**src/rtl/spi_bridge_pkg.sv**
```systemverilog
// Shared encodings for the serial memory-access bridge.
package spi_bridge_pkg;

    typedef enum logic [1:0] {
        PWR_ACTIVE  = 2'd0,
        PWR_STANDBY = 2'd1,
        PWR_SLEEP   = 2'd2,
        PWR_DOWN    = 2'd3
    } pwr_e;

    // Leading two bits of the first byte of a frame.
    typedef enum logic [1:0] {
        XK_READ  = 2'b00,
        XK_CMD   = 2'b01,
        XK_WRITE = 2'b10,
        XK_NONE  = 2'b11
    } xkind_e;

    localparam logic [7:0] OP_WAKE     = 8'h00;
    localparam logic [7:0] OP_STANDBY  = 8'h41;
    localparam logic [7:0] OP_SLEEP    = 8'h42;
    localparam logic [7:0] OP_PWRDOWN  = 8'h50;
    localparam logic [7:0] OP_CLK_EXT  = 8'h44;
    localparam logic [7:0] OP_CLK_48   = 8'h62;
    localparam logic [7:0] OP_CLK_36   = 8'h61;
    localparam logic [7:0] OP_CORE_RST = 8'h68;

endpackage

```
**src/rtl/spi_edge_sync.sv**
```systemverilog
// Brings SCLK, select and MOSI into the system clock domain and derives
// one-cycle edge pulses. Assumes the system clock is at least eight times
// the SPI clock; MOSI passes through the same number of stages as SCLK so
// the two stay aligned. STAGES must be 2 or more.
module spi_edge_sync #(
    parameter int STAGES = 2
) (
    input  logic clk,
    input  logic rst_n,
    input  logic sclk_i,
    input  logic cs_n_i,
    input  logic mosi_i,
    output logic sclk_rise,
    output logic sclk_fall,
    output logic mosi_s,
    output logic sel,
    output logic frame_end
);

    logic [STAGES-1:0] sck_p;
    logic [STAGES-1:0] cs_p;
    logic [STAGES-1:0] mo_p;
    logic              sck_last;
    logic              cs_last;

    // Synchronizer chains, select resets to inactive.
    always_ff @(posedge clk) begin
        if (!rst_n) begin
            sck_p <= '0;
            cs_p  <= '1;
            mo_p  <= '0;
        end else begin
            sck_p <= {sck_p[STAGES-2:0], sclk_i};
            cs_p  <= {cs_p[STAGES-2:0], cs_n_i};
            mo_p  <= {mo_p[STAGES-2:0], mosi_i};
        end
    end

    // Previous synchronized levels for edge detection.
    always_ff @(posedge clk) begin
        if (!rst_n) begin
            sck_last <= 1'b0;
            cs_last  <= 1'b1;
        end else begin
            sck_last <= sck_p[STAGES-1];
            cs_last  <= cs_p[STAGES-1];
        end
    end

    assign sclk_rise = sck_p[STAGES-1] & ~sck_last;
    assign sclk_fall = ~sck_p[STAGES-1] & sck_last;
    assign mosi_s    = mo_p[STAGES-1];
    assign sel       = ~cs_p[STAGES-1];
    assign frame_end = cs_p[STAGES-1] & ~cs_last;

endmodule

```
**src/rtl/spi_byte_shifter.sv**
```systemverilog
// Serial-to-byte receiver and byte-to-serial transmitter, MSB first, mode 0.
// Receive samples on detected rising edges; transmit advances on detected
// falling edges inside a byte. A load made at the last rising edge of a byte
// is presented before the next byte's first rising edge. All state clears
// while select is inactive, which drops any partial byte.
module spi_byte_shifter #(
    parameter int W = 8
) (
    input  logic         clk,
    input  logic         rst_n,
    input  logic         sel,
    input  logic         sclk_rise,
    input  logic         sclk_fall,
    input  logic         mosi_s,
    input  logic         load,
    input  logic [W-1:0] load_data,
    output logic         byte_done,
    output logic         mid_pulse,
    output logic [W-1:0] rx_byte,
    output logic         miso
);

    localparam int CW = $clog2(W);
    localparam logic [CW-1:0] LAST_BIT = CW'(W - 1);
    localparam logic [CW-1:0] MID_BIT  = CW'(W / 2 - 1);

    logic [CW-1:0] bit_cnt;
    logic [W-2:0]  rx_sh;
    logic [W-1:0]  tx_sh;

    // Receive shift register and bit position within the byte.
    always_ff @(posedge clk) begin
        if (!rst_n || !sel) begin
            bit_cnt <= '0;
            rx_sh   <= '0;
        end else if (sclk_rise) begin
            rx_sh   <= {rx_sh[W-3:0], mosi_s};
            bit_cnt <= (bit_cnt == LAST_BIT) ? '0 : bit_cnt + 1'b1;
        end
    end

    // Transmit register: load at byte boundary, shift on falls inside a byte.
    always_ff @(posedge clk) begin
        if (!rst_n || !sel) begin
            tx_sh <= '0;
        end else if (load) begin
            tx_sh <= load_data;
        end else if (sclk_fall && bit_cnt != '0) begin
            tx_sh <= {tx_sh[W-2:0], 1'b0};
        end
    end

    assign rx_byte   = {rx_sh, mosi_s};
    assign byte_done = sel & sclk_rise & (bit_cnt == LAST_BIT);
    assign mid_pulse = sel & sclk_rise & (bit_cnt == MID_BIT);
    assign miso      = tx_sh[W-1];

endmodule

```
**src/rtl/spi_xact_ctrl.sv**
```systemverilog
// Frame sequencer for memory traffic. Collects the header bytes, holds the
// running address and issues write and read strobes. Reads are fetched one
// byte ahead at the middle of the preceding byte (the dummy byte for the
// first one), so data is waiting when the byte boundary arrives. Assumes
// mem_rdata is valid one cycle after mem_rd.
module spi_xact_ctrl
    import spi_bridge_pkg::*;
#(
    parameter int AW = 22,
    parameter int W  = 8
) (
    input  logic          clk,
    input  logic          rst_n,
    input  logic          sel,
    input  logic          byte_done,
    input  logic          mid_pulse,
    input  logic [W-1:0]  rx_byte,
    input  logic [W-1:0]  mem_rdata,
    output logic          load,
    output logic [W-1:0]  load_data,
    output logic [AW-1:0] mem_addr,
    output logic          mem_wr,
    output logic [W-1:0]  mem_wdata,
    output logic          mem_rd
);

    localparam int HDR  = (AW + 2 + W - 1) / W;
    localparam int IDXW = $clog2(HDR + 2);
    localparam logic [IDXW-1:0] IDX_HDR  = IDXW'(HDR);
    localparam logic [IDXW-1:0] IDX_DATA = IDXW'(HDR + 1);

    logic [IDXW-1:0] idx;
    xkind_e          kind;
    logic [AW-1:0]   addr;
    logic            rd_pend;
    logic [W-1:0]    pre_buf;
    logic            in_body;

    assign in_body = (idx >= IDX_HDR);

    // Header collection, address counter and strobe generation.
    always_ff @(posedge clk) begin
        if (!rst_n) begin
            idx       <= '0;
            kind      <= XK_NONE;
            addr      <= '0;
            mem_addr  <= '0;
            mem_wr    <= 1'b0;
            mem_wdata <= '0;
            mem_rd    <= 1'b0;
        end else begin
            mem_wr <= 1'b0;
            mem_rd <= 1'b0;
            if (!sel) begin
                idx  <= '0;
                kind <= XK_NONE;
                addr <= '0;
            end else if (byte_done) begin
                if (!in_body) begin
                    addr <= {addr[AW-W-1:0], rx_byte};
                    if (idx == '0) begin
                        kind <= xkind_e'(rx_byte[W-1:W-2]);
                    end
                    idx <= idx + 1'b1;
                end else begin
                    idx <= IDX_DATA;
                    if (kind == XK_WRITE) begin
                        mem_wr    <= 1'b1;
                        mem_addr  <= addr;
                        mem_wdata <= rx_byte;
                        addr      <= addr + 1'b1;
                    end
                end
            end else if (mid_pulse && kind == XK_READ && in_body) begin
                mem_rd   <= 1'b1;
                mem_addr <= addr;
                addr     <= addr + 1'b1;
            end
        end
    end

    // Look-ahead buffer filled one cycle after each read strobe.
    always_ff @(posedge clk) begin
        if (!rst_n) begin
            rd_pend <= 1'b0;
            pre_buf <= '0;
        end else begin
            rd_pend <= mem_rd;
            if (rd_pend) begin
                pre_buf <= mem_rdata;
            end
        end
    end

    assign load      = byte_done & (kind == XK_READ) & in_body;
    assign load_data = pre_buf;

endmodule

```
**src/rtl/spi_cmd_decoder.sv**
```systemverilog
// Watches every frame for the three-byte command form (opcode then zero
// bytes) and, when select rises, applies it to the power-state register,
// the clock-selection flags or the core reset pulse counter. Frames of any
// other length, with nonzero trailing bytes or unknown opcodes, are ignored.
module spi_cmd_decoder
    import spi_bridge_pkg::*;
#(
    parameter int W          = 8,
    parameter int CMD_LEN    = 3,
    parameter int RST_CYCLES = 16
) (
    input  logic         clk,
    input  logic         rst_n,
    input  logic         sel,
    input  logic         byte_done,
    input  logic [W-1:0] rx_byte,
    input  logic         frame_end,
    output pwr_e         pwr_state,
    output logic         clk_ext,
    output logic         clk_36m,
    output logic         core_rst
);

    localparam int CW  = $clog2(CMD_LEN + 2);
    localparam int RCW = $clog2(RST_CYCLES + 1);
    localparam logic [CW-1:0]  CNT_CMD  = CW'(CMD_LEN);
    localparam logic [CW-1:0]  CNT_OVER = CW'(CMD_LEN + 1);
    localparam logic [RCW-1:0] RST_LOAD = RCW'(RST_CYCLES);

    logic [CW-1:0]  cnt;
    logic [W-1:0]   op;
    logic           tail_zero;
    logic           cmd_ok;
    logic [RCW-1:0] rst_cnt;

    // Byte counting, opcode capture and trailing-zero tracking per frame.
    always_ff @(posedge clk) begin
        if (!rst_n || !sel) begin
            cnt       <= '0;
            op        <= '0;
            tail_zero <= 1'b1;
        end else if (byte_done) begin
            if (cnt == '0) begin
                op <= rx_byte;
            end else if (rx_byte != '0) begin
                tail_zero <= 1'b0;
            end
            if (cnt != CNT_OVER) begin
                cnt <= cnt + 1'b1;
            end
        end
    end

    assign cmd_ok = frame_end & (cnt == CNT_CMD) & tail_zero;

    // Command execution at frame end.
    always_ff @(posedge clk) begin
        if (!rst_n) begin
            pwr_state <= PWR_ACTIVE;
            clk_ext   <= 1'b0;
            clk_36m   <= 1'b0;
        end else if (cmd_ok) begin
            case (op)
                OP_WAKE:    pwr_state <= PWR_ACTIVE;
                OP_STANDBY: pwr_state <= PWR_STANDBY;
                OP_SLEEP:   pwr_state <= PWR_SLEEP;
                OP_PWRDOWN: pwr_state <= PWR_DOWN;
                OP_CLK_EXT: clk_ext   <= 1'b1;
                OP_CLK_36:  clk_36m   <= 1'b1;
                OP_CLK_48:  clk_36m   <= 1'b0;
                default:    ;
            endcase
        end
    end

    // Core reset pulse length counter.
    always_ff @(posedge clk) begin
        if (!rst_n) begin
            rst_cnt <= '0;
        end else if (cmd_ok && op == OP_CORE_RST) begin
            rst_cnt <= RST_LOAD;
        end else if (rst_cnt != '0) begin
            rst_cnt <= rst_cnt - 1'b1;
        end
    end

    assign core_rst = (rst_cnt != '0);

endmodule

```
**src/rtl/spi_mem_bridge.sv**
```systemverilog
// Top level of the serial memory-access bridge. Connects the synchronizer,
// the byte shifter, the memory frame sequencer and the command decoder.
// Assumes the system clock runs at least eight times the SPI clock.
module spi_mem_bridge
    import spi_bridge_pkg::*;
#(
    parameter int ADDR_W          = 22,
    parameter int DATA_W          = 8,
    parameter int SYNC_STAGES     = 2,
    parameter int CMD_BYTES       = 3,
    parameter int CORE_RST_CYCLES = 16
) (
    input  logic              clk,
    input  logic              rst_n,
    input  logic              spi_sclk,
    input  logic              spi_cs_n,
    input  logic              spi_mosi,
    output logic              spi_miso,
    output logic [ADDR_W-1:0] mem_addr,
    output logic              mem_wr,
    output logic [DATA_W-1:0] mem_wdata,
    output logic              mem_rd,
    input  logic [DATA_W-1:0] mem_rdata,
    output logic [1:0]        pwr_state,
    output logic              clk_ext,
    output logic              clk_36m,
    output logic              core_rst
);

    logic              sclk_rise;
    logic              sclk_fall;
    logic              mosi_s;
    logic              sel;
    logic              frame_end;
    logic              byte_done;
    logic              mid_pulse;
    logic [DATA_W-1:0] rx_byte;
    logic              load;
    logic [DATA_W-1:0] load_data;
    pwr_e              pwr;

    spi_edge_sync #(
        .STAGES (SYNC_STAGES)
    ) u_sync (
        .clk       (clk),
        .rst_n     (rst_n),
        .sclk_i    (spi_sclk),
        .cs_n_i    (spi_cs_n),
        .mosi_i    (spi_mosi),
        .sclk_rise (sclk_rise),
        .sclk_fall (sclk_fall),
        .mosi_s    (mosi_s),
        .sel       (sel),
        .frame_end (frame_end)
    );

    spi_byte_shifter #(
        .W (DATA_W)
    ) u_shift (
        .clk       (clk),
        .rst_n     (rst_n),
        .sel       (sel),
        .sclk_rise (sclk_rise),
        .sclk_fall (sclk_fall),
        .mosi_s    (mosi_s),
        .load      (load),
        .load_data (load_data),
        .byte_done (byte_done),
        .mid_pulse (mid_pulse),
        .rx_byte   (rx_byte),
        .miso      (spi_miso)
    );

    spi_xact_ctrl #(
        .AW (ADDR_W),
        .W  (DATA_W)
    ) u_xact (
        .clk       (clk),
        .rst_n     (rst_n),
        .sel       (sel),
        .byte_done (byte_done),
        .mid_pulse (mid_pulse),
        .rx_byte   (rx_byte),
        .mem_rdata (mem_rdata),
        .load      (load),
        .load_data (load_data),
        .mem_addr  (mem_addr),
        .mem_wr    (mem_wr),
        .mem_wdata (mem_wdata),
        .mem_rd    (mem_rd)
    );

    spi_cmd_decoder #(
        .W          (DATA_W),
        .CMD_LEN    (CMD_BYTES),
        .RST_CYCLES (CORE_RST_CYCLES)
    ) u_cmd (
        .clk       (clk),
        .rst_n     (rst_n),
        .sel       (sel),
        .byte_done (byte_done),
        .rx_byte   (rx_byte),
        .frame_end (frame_end),
        .pwr_state (pwr),
        .clk_ext   (clk_ext),
        .clk_36m   (clk_36m),
        .core_rst  (core_rst)
    );

    assign pwr_state = pwr;

endmodule

```
**config.mk**
```make
export PLATFORM = sky130hd
export DESIGN_NAME = spi_mem_bridge
export DESIGN_NICKNAME = d
export VERILOG_FILES = /design/src/rtl/spi_bridge_pkg.sv /design/src/rtl/spi_edge_sync.sv /design/src/rtl/spi_byte_shifter.sv /design/src/rtl/spi_xact_ctrl.sv /design/src/rtl/spi_cmd_decoder.sv /design/src/rtl/spi_mem_bridge.sv
export SDC_FILE = /design/constraint.sdc
export NUM_CORES = 1
export LEC_CHECK = 0
export BUFFER_PORTS_ARGS = -buffer_cell sky130_fd_sc_hd__buf_2
export CORE_UTILIZATION = 60
export DETAILED_ROUTE_END_ITERATION = 16
export PLACE_DENSITY = 0.81
export REMOVE_ABC_BUFFERS = 1
export SYNTH_ARGS = -nofsm -noshare
export SYNTH_HDL_FRONTEND = slang
export SYNTH_HIERARCHICAL = 1
export SYNTH_SLANG_ARGS = --single-unit
```
**constraint.sdc**
```tcl
create_clock -name clk -period 4.6 [get_ports clk]
set_clock_uncertainty 0.2 [all_clocks]
set_input_delay 0.46 -clock clk [delete_from_list [all_inputs] [get_ports clk]]
set_output_delay 0.46 -clock clk [all_outputs]
set_load 0.1 [all_outputs]
```
# Yosys cells after proc, flatten, opt, wreduce, memory -nomap -nowiden

Cells that the tools add are included.

Bits of input ports: 13
Flip-flop bits (word level): 115
Word-level logic and storage cells: 114
Output and inout bits: 38

Reduce and logical (&&, ||, !) cells: 32
$lt $le $gt $ge: 1
Muxes and demuxes: 18
Bitwise operators: 18
Eq/ne operators: 15
Add/sub/neg operators: 5

Operator list:

| cell                  | count |
|---|---|
| $mux 22               | 8 |
| $eq 8x7->1 const B    | 7 |
| $add 22x1->22 const B | 1 |
| $mux 8                | 2 |
| $reduce_and 2->1      | 6 |
| $and 1x1->1           | 10 |
| $mux 5                | 2 |
| $add 3x1->3 const B   | 3 |
| $logic_not 8->1       | 1 |
| $not 1->1             | 8 |
| $pmux 2 s4            | 1 |
| $reduce_and 4->1      | 2 |
| $reduce_bool 2->1     | 4 |
| $reduce_bool 8->1     | 1 |
| $eq 3x2->1 const B    | 2 |
| $logic_not 3->1       | 2 |
| $mux 3                | 2 |
| $ne 3x3->1 const B    | 2 |
| $reduce_and 3->1      | 2 |
| $reduce_bool 5->1     | 1 |
| $sub 5x1->5 const B   | 1 |
| $logic_and 1x1->1     | 4 |
| $ne 2x2->1 const B    | 2 |
| $reduce_bool 4->1     | 1 |
| 12 further kinds      | 14 |

# Depth between registers and ports, before layout

Depth in word-level cells: 8
Mapped depth: 10
Mapped depth without buffers: 8

# Modules after synthesis

The synthesis kept the hierarchy.

Modules (own cells, without submodules):

| module           | sequential area each (sq um) | area an instance (sq um) | times used | cells an instance |
|---|---|---|---|---|
| spi_xact_ctrl    | 1,361.3                      | 3,225.6                  | 1          | 384 |
| spi_cmd_decoder  | 420.4                        | 1,033.5                  | 1          | 115 |
| spi_byte_shifter | 360.3                        | 839.6                    | 1          | 91 |
| spi_edge_sync    | 160.2                        | 232.7                    | 1          | 20 |

# Worst setup path after synthesis

No wires, ideal clock.

Path type: register to register
Start point: register u_sync.sck_p[1]
End point: register u_shift.tx_sh[5]
Arrival: 2.526 ns
Cell stages (with the launch flop): 10
Slack: 1.778 ns
Clock period less this slack: 2.822 ns
Library setup time: 0.095 ns
Required time: 4.305 ns
Buffers on the path: 4
Cells stage by stage: dfxtp_1 -> nor2b_1 -> buf_2 -> buf_4 -> and3_1 -> clkbuf_1 -> nor4b_1 -> buf_6 -> a31oi_1 -> a221oi_1

Longest elaborated chain between the ends: 6
Elaborated cells between the ends (all ways): 10
Classes of those cells: mux: 1; bitwise: 7; reduce/logical: 2

Ends and longest elaborated chain:

| element                                     | line                   | RTL |
|---|---|---|
| from (decl)                                 | spi_edge_sync.sv:20    | `logic [STAGES-1:0] sck_p;` |
| from (signal assigned)                      | spi_edge_sync.sv:33    | `sck_p <= {sck_p[STAGES-2:0], sclk_i};` |
| $and 1x1->1 (*)                             | spi_edge_sync.sv:50    | `assign sclk_rise = sck_p[STAGES-1] & ~sck_last;` |
| net sclk_rise                               | spi_mem_bridge.sv:30   | `logic sclk_rise;` |
| $and 1x1->1 (*) (2 in series)               | spi_byte_shifter.sv:54 | `assign byte_done = sel & sclk_rise & (bit_cnt == LAST_BIT);` |
| net byte_done                               | spi_mem_bridge.sv:35   | `logic byte_done;` |
| $and 1x1->1 (*) (2 in series)               | spi_xact_ctrl.sv:95    | `assign load = byte_done & (kind == XK_READ) & in_body;` |
| net load                                    | spi_mem_bridge.sv:38   | `logic load;` |
| $mux 8 or $reduce_bool 2->1 (tied branches) | -                      |  |
| to (signal assigned)                        | spi_byte_shifter.sv:47 | `tx_sh <= load_data;` |
| to (signal assigned)                        | spi_byte_shifter.sv:49 | `tx_sh <= {tx_sh[W-2:0], 1'b0};` |
| to (decl)                                   | spi_byte_shifter.sv:29 | `logic [W-1:0] tx_sh;` |

The timed path passes the listed nets; every way through them passes the cells marked *.
A chain may end at the register's enable or synchronous reset.

# Final worst setup path

Start point: register u_xact.idx[0]
End point: register u_xact.kind[0]

Longest elaborated chain between the ends: 3
Elaborated cells between the ends (all ways): 4
Classes of those cells: order compare: 1; bitwise: 1; reduce/logical: 2

Ends and longest elaborated chain:

| element                        | line                | RTL |
|---|---|---|
| from (decl)                    | spi_xact_ctrl.sv:32 | `logic [IDXW-1:0] idx;` |
| from (signal assigned)         | spi_xact_ctrl.sv:64 | `idx <= idx + 1'b1;` |
| $ge 3x2->1                     | spi_xact_ctrl.sv:39 | `assign in_body = (idx >= IDX_HDR);` |
| $not 1->1 (no line)            | -                   |  |
| $reduce_and 3->1 (no line) (*) | -                   |  |
| to (signal assigned)           | spi_xact_ctrl.sv:62 | `kind <= xkind_e'(rx_byte[W-1:W-2]);` |
| to (decl)                      | spi_xact_ctrl.sv:33 | `xkind_e kind;` |

Every way passes the cells marked *; elsewhere a longest branch is shown, timed or not.

==> flow_metrics.tcl <==
set metrics [dict create \
    post-route-period-util 0.731 \
    antenna_found_initial 0 \
    grt_pass1_vias 4176 \
    worst_pin_slew_ns 1.26 \
    gr-usage-met1 0.327 \
    yosys_warnings 6 \
    area.growth.synth_to_final_pct 16.8 \
    cts.path.max_buffers 2 \
    synth_edf_count 0 \
    routedWlPerCell_um 15.8 \
    run_status "complete, no violations" \
    cts-resized-gates 0 \
    numClockSinks 115 \
    port_buffers 50 \
    critPathKind "flip-flop to flip-flop" \
    rsz0062_at_grt "false" \
    cp.arrival_ns 3.54 \
    synth_top_cell_area_share 0.432 \
    finalHoldViolCount 0 \
    n_antenna_cell 0 \
    dpl.hpwl_um 7940 \
    slew_violations 0 \
    powerDensity_nw_per_um2 412 \
    setup_ws_ns 1.24 \
    grt_max_degree 44 \
    cp_max_fo 34 \
    crit_path_end_kind "flip-flop" \
    drc_errors 0 \
    seq_area_frac_synth 0.432 \
    drive_gt1_frac 0.159 \
    ios 51 \
    netSwitchingFraction 0.233 \
    worst_setup_path_start_kind "flip-flop" \
    start_util 0.614 \
    intPower_mw 1.97 \
    seq_area_um2 2300 \
    die_w_um 96.3 \
    slew_headroom 0.159 \
    placed_cells 737 \
    syn-cell-area_um2 5330 \
    grt.busiest_layer "met2" \
    cts_root_buf "clkbuf_8" \
    hp-start "mem_rdata[6]" \
    yosys-top-cells-area "dfxtp_1 43%, mux2i_1 6.4%, nand2_1 6.0%" \
    pwr-share-clk 0.537 \
    finalSetupTns_ns 0 \
    grtUsageMet3 0.0742 \
    pre_cts_slack_ns 1.34 \
    chipHeight_um 96.3 \
    vias_per_cell 5.99 \
    grt-ovfl-total 0 \
    design.core.area_um2 8680 \
    syn_inst 610 \
    num_vias 4632 \
    rows 34 \
    fin_crit_ns 3.36 \
    ys_async_sr_fraction 0 \
    die-area_um2 9270 \
    p_switching_mw 0.598 \
    wl_um 12200 \
    grt_usage 0.280 \
    drt_iter0_markers 341 \
    cp-startpoint "u_xact/idx[0]" \
    cts.htree.levels 4 \
    p_leak_nw 2.27 \
    yosys_most_used_dff "dfxtp_1" \
    cts_tree "yes" \
    worstPathRequired_ns 4.78 \
    grt_pass1_wl_um 19700 \
    setup_viol 0 \
    stdcell_count 773 \
    dr.pass1.iters 7 \
    maxCapViolCount 0 \
    clk_latency_ns 0.52 \
    synth_area_leader_cell "dfxtp_1" \
    final_nets 677 \
    min_path_type "input pin to flip-flop" \
    r2r_slack_ns 1.24 \
    avgSynthCellArea_um2 8.74 \
    multi_input_area_um2 2730 \
    irDropWorstVdd_uv 205 \
    pwr-share-comb 0.063 \
    power_frac_seq 0.400 \
    reg2reg_from "u_xact/idx[0]" \
    ys_ff_latch 115 \
    clk_pin_slew_ns 0.06 \
    max_freq_mhz 297 \
    grt.met2_usage 0.482 \
    ys_types 64 \
    gp_congestion 0.887 \
    fillers 656 \
    cts_made_buffers 17 \
    antenna_left 0 \
]
[layout by cell type, fill, tap and decap left out, types with 3 or more instances in the layout]
cell type | netlist | routed
nor2_1 | 44 | 44
nand3_1 | 23 | 23
a31oi_1 | 11 | 11
inv_1 | 26 | 26
and3_1 | 6 | 6
nand4_1 | 7 | 7
mux2i_1 | 34 | 34
or3_1 | 5 | 5
dlygate4sd3_1 | 0 | 4
ha_1 | 12 | 12
o31ai_1 | 3 | 3
nor2b_1 | 24 | 24
clkinv_4 | 0 | 6
nor4_1 | 7 | 7
and2_1 | 13 | 13
nand2_1 | 85 | 85
a221oi_1 | 8 | 8
dfxtp_1 | 115 | 115
a21boi_0 | 18 | 18
o21ai_0 | 27 | 27
clkbuf_16 | 0 | 16
xnor2_1 | 5 | 5
o211ai_1 | 3 | 3
buf_4 | 3 | 5
a211oi_1 | 4 | 4
buf_2 | 12 | 50
a21boi_1 | 8 | 8
a41oi_1 | 6 | 6
nand2b_1 | 5 | 5
bufinv_16 | 0 | 4
nor3_1 | 5 | 5
o21a_1 | 3 | 3
a21oi_1 | 22 | 22
[through the flow]
step | utilization | total power, mW | hold WS (ns) | instance area [um^2]
floorplan | - | 1.17 | 0.186 | 5120
global placement | 0.640 | 1.20 | 0.199 | 5560
detailed placement | 0.640 | 1.21 | 0.197 | 5560
CTS | 0.717 | 2.58 | 0.00373 | 6230
global route | 0.717 | 2.65 | 0.0153 | 6230
finish | 0.717 | 2.57 | 0.0114 | 6230
[cells in the mapped netlist, drive strengths merged, types with 3 or more instances]
cell	number
dfxtp	115
nand2	86
nor2	45
mux2i	34
o21ai	27
a21boi	26
inv	26
nor2b	25
nand3	23
a21oi	22
buf	19
clkbuf	17
and2	13
ha	12
a31oi	11
a221oi	8
nand4	8
nor3	7
nor4	7
a41oi	6
and3	6
a211oi	5
nand2b	5
or3	5
xnor2	5
o211ai	3
o21a	3
o31ai	3
or2	3
[state kept, by name, indices dropped and copies added (netlist names), 2 cells and up]
signal,flops
u_cmd/cnt,3
u_cmd/op,8
u_cmd/pwr_state,2
u_cmd/rst_cnt,5
u_shift/bit_cnt,3
u_shift/rx_sh,7
u_shift/tx_sh,8
u_sync/cs_p,2
u_sync/mo_p,2
u_sync/sck_p,2
u_xact/addr,22
u_xact/idx,3
u_xact/kind,2
u_xact/load_data,8
u_xact/mem_addr,22
u_xact/mem_wdata,8
[power groups by stage]
stage | clock, mW | sequential, mW | combinational [mW]
2_1_floorplan | 0 | 1.05 | 0.122
3_3_place_gp | 0 | 1.05 | 0.153
3_5_place_dp | 0 | 1.05 | 0.160
4_1_cts | 1.39 | 1.03 | 0.164
5_1_grt | 1.45 | 1.03 | 0.181
6_report | 1.38 | 1.03 | 0.162
[final timing paths]
kind         depth (start not counted)                   to
max                                  8       u_xact/kind[0]
min                                  3  u_xact/load_data[6]
max reg2reg                          8       u_xact/kind[0]
min reg2reg                          1       u_sync/cs_p[1]
[final cells by class]
type	count	share of cell area
Timing Repair Buffer	59	0.0527
Inverter	26	0.0157
Sequential cell	115	0.370
Clock buffer	18	0.0687
Multi-Input combinational cell	433	0.439
Clock inverter	14	0.0326
Tap cell	108	0.0217
[logic make-up (layout without fill, tap and decap cells)]
group,count (synthesis),count (layout),synth area share
AOI/OAI and AO/OA,130,130,0.165
DFF,115,115,0.432
muxes,34,34,0.0638
buffers and inverters,62,117,0.0580
adders and majority gates,12,12,0.0282
xor gates and xnor gates,7,7,0.0115
and+or+nand+nor,250,250,0.241
[worst max-delay path, cell delays in order (launching register included)]
cell,delay (ns)
dfxtp_1,0.35
ha_1,0.22
ha_1,0.19
a211oi_2,0.72
and2_1,1.03
buf_4,0.29
nand2_1,0.08
nand2_1,0.07
nand3_1,0.07
[timing repair]
item / 4_1_cts / 5_1_grt
setup buffers: 0 / 0
hold endpoints to repair: 4 / 0
hold buffers: 4 / 0
[per-layer routing]
layer,vias to the layer above,part of all wire,wire length (um)
li1,2228,-,-
met1,2187,0.41,5070
met2,189,0.51,6220
met3,28,0.058,711
met4,0,0.020,246
met5,-,0,0
Power figures use the tool's default switching activity.
